==> src/rtl/wom2_pkg.sv <==
`timescale 1ns/1ps
package wom2_pkg;
  localparam int unsigned SYM_W  = 2;
  localparam int unsigned CELL_W = 3;

  function automatic logic [CELL_W-1:0] enc_first(input logic [SYM_W-1:0] s);
    case (s)
      2'b00:   enc_first = 3'b111;
      2'b01:   enc_first = 3'b110;
      2'b10:   enc_first = 3'b101;
      default: enc_first = 3'b011;
    endcase
  endfunction

  function automatic logic [CELL_W-1:0] enc_second(input logic [SYM_W-1:0] s);
    case (s)
      2'b00:   enc_second = 3'b000;
      2'b01:   enc_second = 3'b001;
      2'b10:   enc_second = 3'b010;
      default: enc_second = 3'b100;
    endcase
  endfunction

  // second-pass shaped pattern -> symbol
  function automatic logic [SYM_W-1:0] dec_light(input logic [CELL_W-1:0] c);
    case (c)
      3'b001:  dec_light = 2'b01;
      3'b010:  dec_light = 2'b10;
      3'b100:  dec_light = 2'b11;
      default: dec_light = 2'b00;
    endcase
  endfunction
endpackage

==> src/rtl/wom2_sym_dec.sv <==
`timescale 1ns/1ps
module wom2_sym_dec
  import wom2_pkg::*;
(
  input  logic [CELL_W-1:0] cells_i,
  output logic [SYM_W-1:0]  sym_o,
  output logic              heavy_o
);
  logic [1:0] ones;

  always_comb begin
    ones    = {1'b0, cells_i[0]} + {1'b0, cells_i[1]} + {1'b0, cells_i[2]};
    heavy_o = (ones >= 2'd2);
    // first-pass words are complements of second-pass words
    sym_o   = heavy_o ? dec_light(~cells_i) : dec_light(cells_i);
  end
endmodule

==> src/rtl/wom2_sym_upd.sv <==
`timescale 1ns/1ps
module wom2_sym_upd
  import wom2_pkg::*;
(
  input  logic              pass_i,
  input  logic [CELL_W-1:0] cells_i,
  input  logic [SYM_W-1:0]  old_sym_i,
  input  logic [SYM_W-1:0]  new_sym_i,
  output logic [CELL_W-1:0] cells_o,
  output logic              miss_o
);
  logic [CELL_W-1:0] target;
  logic              keep;

  always_comb begin
    target  = pass_i ? enc_second(new_sym_i) : enc_first(new_sym_i);
    keep    = pass_i && (old_sym_i == new_sym_i);
    cells_o = keep ? cells_i : (cells_i & target);
    miss_o  = !keep && (cells_o != target);
  end
endmodule

==> src/rtl/wom2_codec.sv <==
`timescale 1ns/1ps
module wom2_codec
  import wom2_pkg::*;
#(
  parameter int unsigned NUM_SYM = 8,
  localparam int unsigned LW = NUM_SYM * SYM_W,
  localparam int unsigned PW = NUM_SYM * CELL_W
) (
  input  logic          clk_i,
  input  logic          rst_ni,
  input  logic          req_i,
  input  logic          pass_i,
  input  logic [LW-1:0] data_i,
  input  logic [PW-1:0] phys_i,
  output logic          valid_o,
  output logic [PW-1:0] phys_o,
  output logic [LW-1:0] data_o,
  output logic          prog_err_o,
  output logic          proto_err_o
);
  logic [LW-1:0]      old_word;
  logic [PW-1:0]      upd_word;
  logic [NUM_SYM-1:0] miss_vec;
  logic [NUM_SYM-1:0] heavy_vec;
  logic               refuse;
  logic [PW-1:0]      phys_nxt;

  for (genvar k = 0; k < NUM_SYM; k++) begin : g_sym
    wom2_sym_dec u_dec (
      .cells_i (phys_i[k*CELL_W +: CELL_W]),
      .sym_o   (old_word[k*SYM_W +: SYM_W]),
      .heavy_o (heavy_vec[k])
    );
    wom2_sym_upd u_upd (
      .pass_i    (pass_i),
      .cells_i   (phys_i[k*CELL_W +: CELL_W]),
      .old_sym_i (old_word[k*SYM_W +: SYM_W]),
      .new_sym_i (data_i[k*SYM_W +: SYM_W]),
      .cells_o   (upd_word[k*CELL_W +: CELL_W]),
      .miss_o    (miss_vec[k])
    );
  end

  always_comb begin
    refuse   = !pass_i && !(&phys_i);
    phys_nxt = refuse ? phys_i : upd_word;
  end

  always_ff @(posedge clk_i or negedge rst_ni) begin
    if (!rst_ni) begin
      valid_o     <= 1'b0;
      phys_o      <= '1;
      data_o      <= '0;
      prog_err_o  <= 1'b0;
      proto_err_o <= 1'b0;
    end else begin
      valid_o     <= req_i;
      prog_err_o  <= req_i && !refuse && (|miss_vec);
      proto_err_o <= req_i && refuse;
      if (req_i) begin
        phys_o <= phys_nxt;
        data_o <= old_word;
      end
    end
  end
endmodule

==> config.mk <==
export PLATFORM = sky130hd
export DESIGN_NAME = wom2_codec
export DESIGN_NICKNAME = d
export VERILOG_FILES = /design/src/rtl/wom2_pkg.sv /design/src/rtl/wom2_sym_dec.sv /design/src/rtl/wom2_sym_upd.sv /design/src/rtl/wom2_codec.sv
export SDC_FILE = /design/constraint.sdc
export NUM_CORES = 1
export LEC_CHECK = 0
export BUFFER_PORTS_ARGS = -buffer_cell sky130_fd_sc_hd__buf_2
export CORE_UTILIZATION = 60
export CTS_BUF_LIST = sky130_fd_sc_hd__clkbuf_8 sky130_fd_sc_hd__clkbuf_16
export DETAILED_ROUTE_END_ITERATION = 16
export GPL_TIMING_DRIVEN = 0
export PLACE_DENSITY = 0.95
export SLEW_MARGIN = 20
export SYNTH_ARGS = -nofsm -noshare
export SYNTH_HDL_FRONTEND = slang
export SYNTH_HIERARCHICAL = 1
export SYNTH_SLANG_ARGS = --single-unit
==> constraint.sdc <==
create_clock -name clk_i -period 1.96 [get_ports clk_i]
set_clock_uncertainty 0.1 [all_clocks]
set_input_delay 0 -clock clk_i [delete_from_list [all_inputs] [get_ports clk_i]]
set_output_delay 0 -clock clk_i [all_outputs]
set_load 0.01 [all_outputs]
# Word level (Yosys, flattened, before mapping)
# Index checks and enable logic that the tools add are counted.
# W data, S select, Z words.
word_totals:
  regBits: 43
  word_cells: 223
  output_inout_bits: 43
  in_bits: 44
op_classes:
  reduce_logical: 41
  add_sub_neg: 16
  mux: 57
  n_eq_ne: 80
  magnitude_cmp: 8
  bitwise: 16
ops:
  columns: ["op", "count"]
  rows:
  - ["$pmux W3 S3", 16]
  - ["$pmux W2 S3", 16]
  - ["$eq A3 B1 Y1 const B", 16]
  - ["$eq A3 B2 Y1 const B", 16]
  - ["$eq A3 B3 Y1 const B", 16]
  - ["$mux W3", 16]
  - ["$and A3 B3 Y3", 8]
  - ["$mux W24", 1]
  - ["$ne A3 B3 Y1", 8]
  - ["$not A3 Y3", 8]
  - ["$reduce_and A24 Y1", 1]
  - ["$logic_and A1 B1 Y1", 20]
  - ["$add A1 B1 Y2", 8]
  - ["$add A2 B1 Y2", 8]
  - ["$eq A2 B1 Y1 const B", 8]
  - ["$eq A2 B2 Y1", 8]
  - ["$eq A2 B2 Y1 const B", 8]
  - ["$ge A2 B2 Y1 const B", 8]
  - ["$logic_not A2 Y1", 8]
  - ["$mux W2", 8]
  - ["$logic_not A1 Y1", 11]
  - ["$reduce_or A8 Y1", 1]

# Longest topological paths before layout
depth:
  depth_word: 11
  depth_mapped: 11
  mapped_depth_nobuf: 11

# By module
# The synthesis kept the hierarchy.
modules_own_cells:
  columns: ["module", "n_inst", "area_per_inst_um2", "cells_each", "seq_area_each_um2"]
  rows:
  - ["wom2_codec", 1, 2312.2, 188, 1106.1]
  - ["wom2_sym_upd", 8, 181.4, 29, 0.0]
  - ["wom2_sym_dec", 8, 100.1, 12, 0.0]

# Worst setup path before layout
# No wires, ideal clock.
synth_path:
  kind: "in2reg"
  start: "in phys_i[3]"
  end: "reg prog_err_o"
  stages: 11
  setup_time_ps: 120
  path_slack_ps: -167
  path_buffers: 0
  required_time_ps: 1740
  arrival_ps: 1907
  cell_sequence: "ha_1 > nand2b_1 > mux2_2 > o311ai_2 > xnor2_1 > and3_4 > a211o_1 > a21oi_1 > nor4_1 > nand2_1 > and3_1"
synth_between:
  elab_chain_len: 11
  word_cells_on_any_way: 27
  cone_classes: "2 x add/sub; 1 x order compare; 8 x eq/ne; 4 x mux; 2 x bitwise; 10 x reduce/logical"
synth_lines:
  columns: ["element", "line", "source"]
  rows:
  - ["from (decl)", "wom2_codec.sv:14", "input logic [PW-1:0] phys_i,"]
  - ["$add A1 B1 Y2 / $not A3 Y3 (equally long branches)", "wom2_sym_dec.sv:12, wom2_sym_dec.sv:15", null]
  - ["$add A2 B1 Y2 (tied with other cells)", "wom2_sym_dec.sv:12", "ones = {1'b0, cells_i[0]} + {1'b0, cells_i[1]} + {1'b0, cells_i[2]};"]
  - ["$ge A2 B2 Y1 / $pmux W2 S3 (equally long branches)", "wom2_sym_dec.sv:13, wom2_pkg.sv:26", null]
  - ["$mux W2 (*)", "wom2_sym_dec.sv:15", "sym_o = heavy_o ? dec_light(~cells_i) : dec_light(cells_i);"]
  - ["net old_word[3]", "wom2_codec.sv:21", "logic [LW-1:0] old_word;"]
  - ["$eq A2 B2 Y1 (*)", "wom2_sym_upd.sv:17", "keep = pass_i && (old_sym_i == new_sym_i);"]
  - ["$logic_and A1 B1 Y1 (*)", "wom2_sym_upd.sv:17", null]
  - ["$mux W3", "wom2_sym_upd.sv:18", "cells_o = keep ? cells_i : (cells_i & target);"]
  - ["$ne A3 B3 Y1", "wom2_sym_upd.sv:19", "miss_o = !keep && (cells_o != target);"]
  - ["$logic_and A1 B1 Y1 (*)", "wom2_sym_upd.sv:19", null]
  - ["net miss_vec[1]", "wom2_codec.sv:23", "logic [NUM_SYM-1:0] miss_vec;"]
  - ["$reduce_or A8 Y1 (*)", "wom2_codec.sv:58", "prog_err_o <= req_i && !refuse && (|miss_vec);"]
  - ["$logic_and A1 B1 Y1 (*)", "wom2_codec.sv:58", null]
  - ["to (signal assigned)", "wom2_codec.sv:58", null]
  - ["to (decl)", "wom2_codec.sv:18", "output logic prog_err_o,"]
# Mark *: on every way through the listed nets, which the timed path passes. The rest lies on a longest branch.
# A chain may end at the register's enable or synchronous reset.

# Worst setup path after layout
layout_path:
  start: "in phys_i[11]"
  end: "reg prog_err_o"
layout_between:
  elab_chain_len: 11
  word_cells_on_any_way: 26
  cone_classes: "1 x add/sub; 1 x order compare; 8 x eq/ne; 4 x mux; 2 x bitwise; 10 x reduce/logical"
layout_lines:
  columns: ["element", "line"]
  rows:
  - ["parallel branches: the longest is 3 deep, another holds $add A2 B1 Y2", null]
  - ["$mux W2 (*)", "wom2_sym_dec.sv:15"]
  - ["net old_word[7]", "wom2_codec.sv:21"]
  - ["$eq A2 B2 Y1 (*)", "wom2_sym_upd.sv:17"]
  - ["$logic_and A1 B1 Y1 (*)", "wom2_sym_upd.sv:17"]
  - ["$mux W3", "wom2_sym_upd.sv:18"]
  - ["$ne A3 B3 Y1", "wom2_sym_upd.sv:19"]
  - ["$logic_and A1 B1 Y1 (*)", "wom2_sym_upd.sv:19"]
  - ["net miss_vec[3]", "wom2_codec.sv:23"]
  - ["$reduce_or A8 Y1 (*)", "wom2_codec.sv:58"]
  - ["$logic_and A1 B1 Y1 (*)", "wom2_codec.sv:58"]
# Mark *: on every way through the listed nets, which the timed path passes.

==> results.yml <==
hold_path:
  hp-class: "primary input to flop"
  hold_depth: 3
  min_to: "phys_o[2]"
  worstHoldStart: "phys_i[2]"
setup_path:
  worstReg2RegStart: "phys_o[19]"
  reg2reg_slack_ns: 1.08
  crit_top_cell: "and3_4"
  ff2ff_path_depth: 1
  required_ns: 2.11
  crit_slowest_cell: "a21oi_1"
  cp-start-kind: "primary input"
  critPathMaxStageDelay_ns: 0.30
  arrival_ns: 2.27
  crit_family: "compound AO/OA/AOI/OAI gates"
  cp_max_fo: 8
  worstPathCellList: "buf_12, ha_4, nand2b_4, mux2_4, o311ai_4, xnor2_1, and3_4, a211o_1, a21oi_1, nor4_1, nand2_1, and3_4"
  critical_path_class: "primary input to flop"
  worstSetupEndpointType: "flop"
  worstReg2RegEnd: "phys_o[19]"
  critical_path_buf_inv_count: 1
timing:
  post-route-period-util_pct: 108
  setup_slack_ns: -0.155
  slew_headroom_pct: 29.4
  tightest_slew_ns: 1.06
  maxSlewViolCount: 0
  whs_ns: -0.0154
  tns_ns: -0.518
  setup_viol: 10
  report.final.hold_viol_count: 1
  fin_crit_ns: 2.12
  fmax_ghz: 0.473
  rsz0062_at_grt: "true"
global_routing:
  grt_max_degree: 44
  grt_use_met1_pct: 41.0
  grt_pass1_vias: 4365
  grt_overflow: 0
  globalRouteMet2Util_pct: 58.5
  track_usage_pct: 33.7
  antenna_found_initial: 0
  grt_pass1_wl_um: 20600
  grt.busiest_layer: "met2"
  grt_use_met3_pct: 5.88
cells_and_area:
  final_cell_mix: "80 x buf_2, 46 x buf_4, 34 x inv_1"
  layout-drive-gt1-share_pct: 45.0
  area_delta_synth_final_pct: 38.3
  n_antenna_cell: 0
  fillers: 353
  layout_commonest_cell: "buf_2"
  instances_no_fill: 753
  nets: 705
routing:
  drc: 0
  via_count: 5151
  drt_iter0_drc: 499
  postRouteAntennaNets: 0
  routedWlPerCell_um: 21.7
  drt-total-wl_um: 16300
  via_per_inst: 6.84
  firstDrtPassIters: 6
die:
  io_pins: 87
  coreArea_sq_mm: 0.00725
  die_h_um: 88.5
  rows: 31
  die_area_sq_mm: 0.00784
  die_w_um: 88.5
  start_util_pct: 62.0
synthesis:
  syn_area_sq_mm: 0.00449
  postSynthAreaPerCell_sq_um: 8.85
  synth_warnings: 6
  syn_nets: 560
  syn_inst: 508
power_and_ir_drop:
  irDropWorstVdd_v: 0.000361
  p_leak_nw: 2.70
  power_density_mw_per_mm2: 535
cts:
  clk_pin_slew_ns: 0.09
  cts_tree: "yes"
  cts_sinks: 43
  root_buffer: "clkbuf_8"
  htreeDepth: 2
  cts_buffers: 5
  clk_path_buf_depth: 2
  clock_latency_ns: 0.31
place:
  dpl.hpwl_um: 8570
  placed_cells: 693
  place.gp.congestion: 0.832
  port_buffers: 86
flow_run:
  cap_violations: 0
status:
  status: "finished, violations left"
  violations: "negative hold slack, negative setup slack"
[repair_timing]
| action | CTS | global route |
|---|---|---|
| setup buffers | 13 | 29 |
| pin swaps | 20 | 46 |
| endpoints found under the setup margin | 20 | 23 |
| hold buffers | 10 | 0 |
| resized for setup | 43 | 68 |
| hold endpoints to repair | 28 | 0 |
[report_power, final]
part / internal, mW / leakage [nW] / switching [mW]
Combinational: 0.721 / 2.15 / 0.767
Clock: 0.372 / 0.0607 / 0.351
Sequential: 1.04 / 0.492 / 0.0743
Total: 2.13 / 2.70 / 1.19
[routing by layer]
| layer | part of all wire, % | up-vias | routed length [um] |
|---|---|---|---|
| met2 | 46 | 455 | 7500 |
| met5 | 0 | - | 0 |
| met4 | 7.5 | 0 | 1220 |
| met3 | 11 | 140 | 1750 |
| met1 | 36 | 2398 | 5860 |
| li1 | - | 2158 | - |
[area by class of cell]
class	instances	area [sq um]	share of cell area, %
Clock inverter	3	37.5	0.604
Clock buffer	5	68.8	1.11
Buffer	34	263	4.23
Sequential cell	43	1110	17.8
Inverter	33	138	2.21
Multi-Input combinational cell	398	3390	54.5
Tap cell	99	124	1.99
Timing Repair Buffer	138	1090	17.6
[state kept, by name, indices dropped and copies added (netlist names)]
signal / count
phys_o: 24
data_o: 16
prog_err_o: 1
proto_err_o: 1
valid_o: 1
[how the worst max path moves through the flow]
stage                    start    endpoint  slack [ns]  cells past startpoint
floorplan           phys_i[18]  prog_err_o       -0.06                     11
global placement    phys_i[18]  prog_err_o       -0.57                     12
detailed placement  phys_i[18]  prog_err_o       -0.65                     12
CTS                 phys_i[17]  prog_err_o       -0.03                     12
global route         phys_i[9]  prog_err_o       -0.21                     12
finish              phys_i[11]  prog_err_o       -0.16                     12
[tightest hold or removal path, cell delays in order]
cell       delay, ns
buf_6           0.13
o211ai_1        0.18
o2bb2ai_1       0.09
[through the flow]
| step | power, mW | utilization (%) | area (sq um) | setup WS (ns) |
|---|---|---|---|---|
| after global placement | 2.18 | 72.0 | 5220 | -0.567 |
| after floorplan | 1.84 | - | 4670 | -0.0565 |
| after CTS | 3.04 | 78.8 | 5720 | -0.0293 |
| after global routing | 3.44 | 85.7 | 6210 | -0.212 |
| final | 3.33 | 85.7 | 6210 | -0.155 |
| after detailed placement | 2.24 | 72.0 | 5220 | -0.646 |
Note: power is estimated with default switching activity, not from simulation.
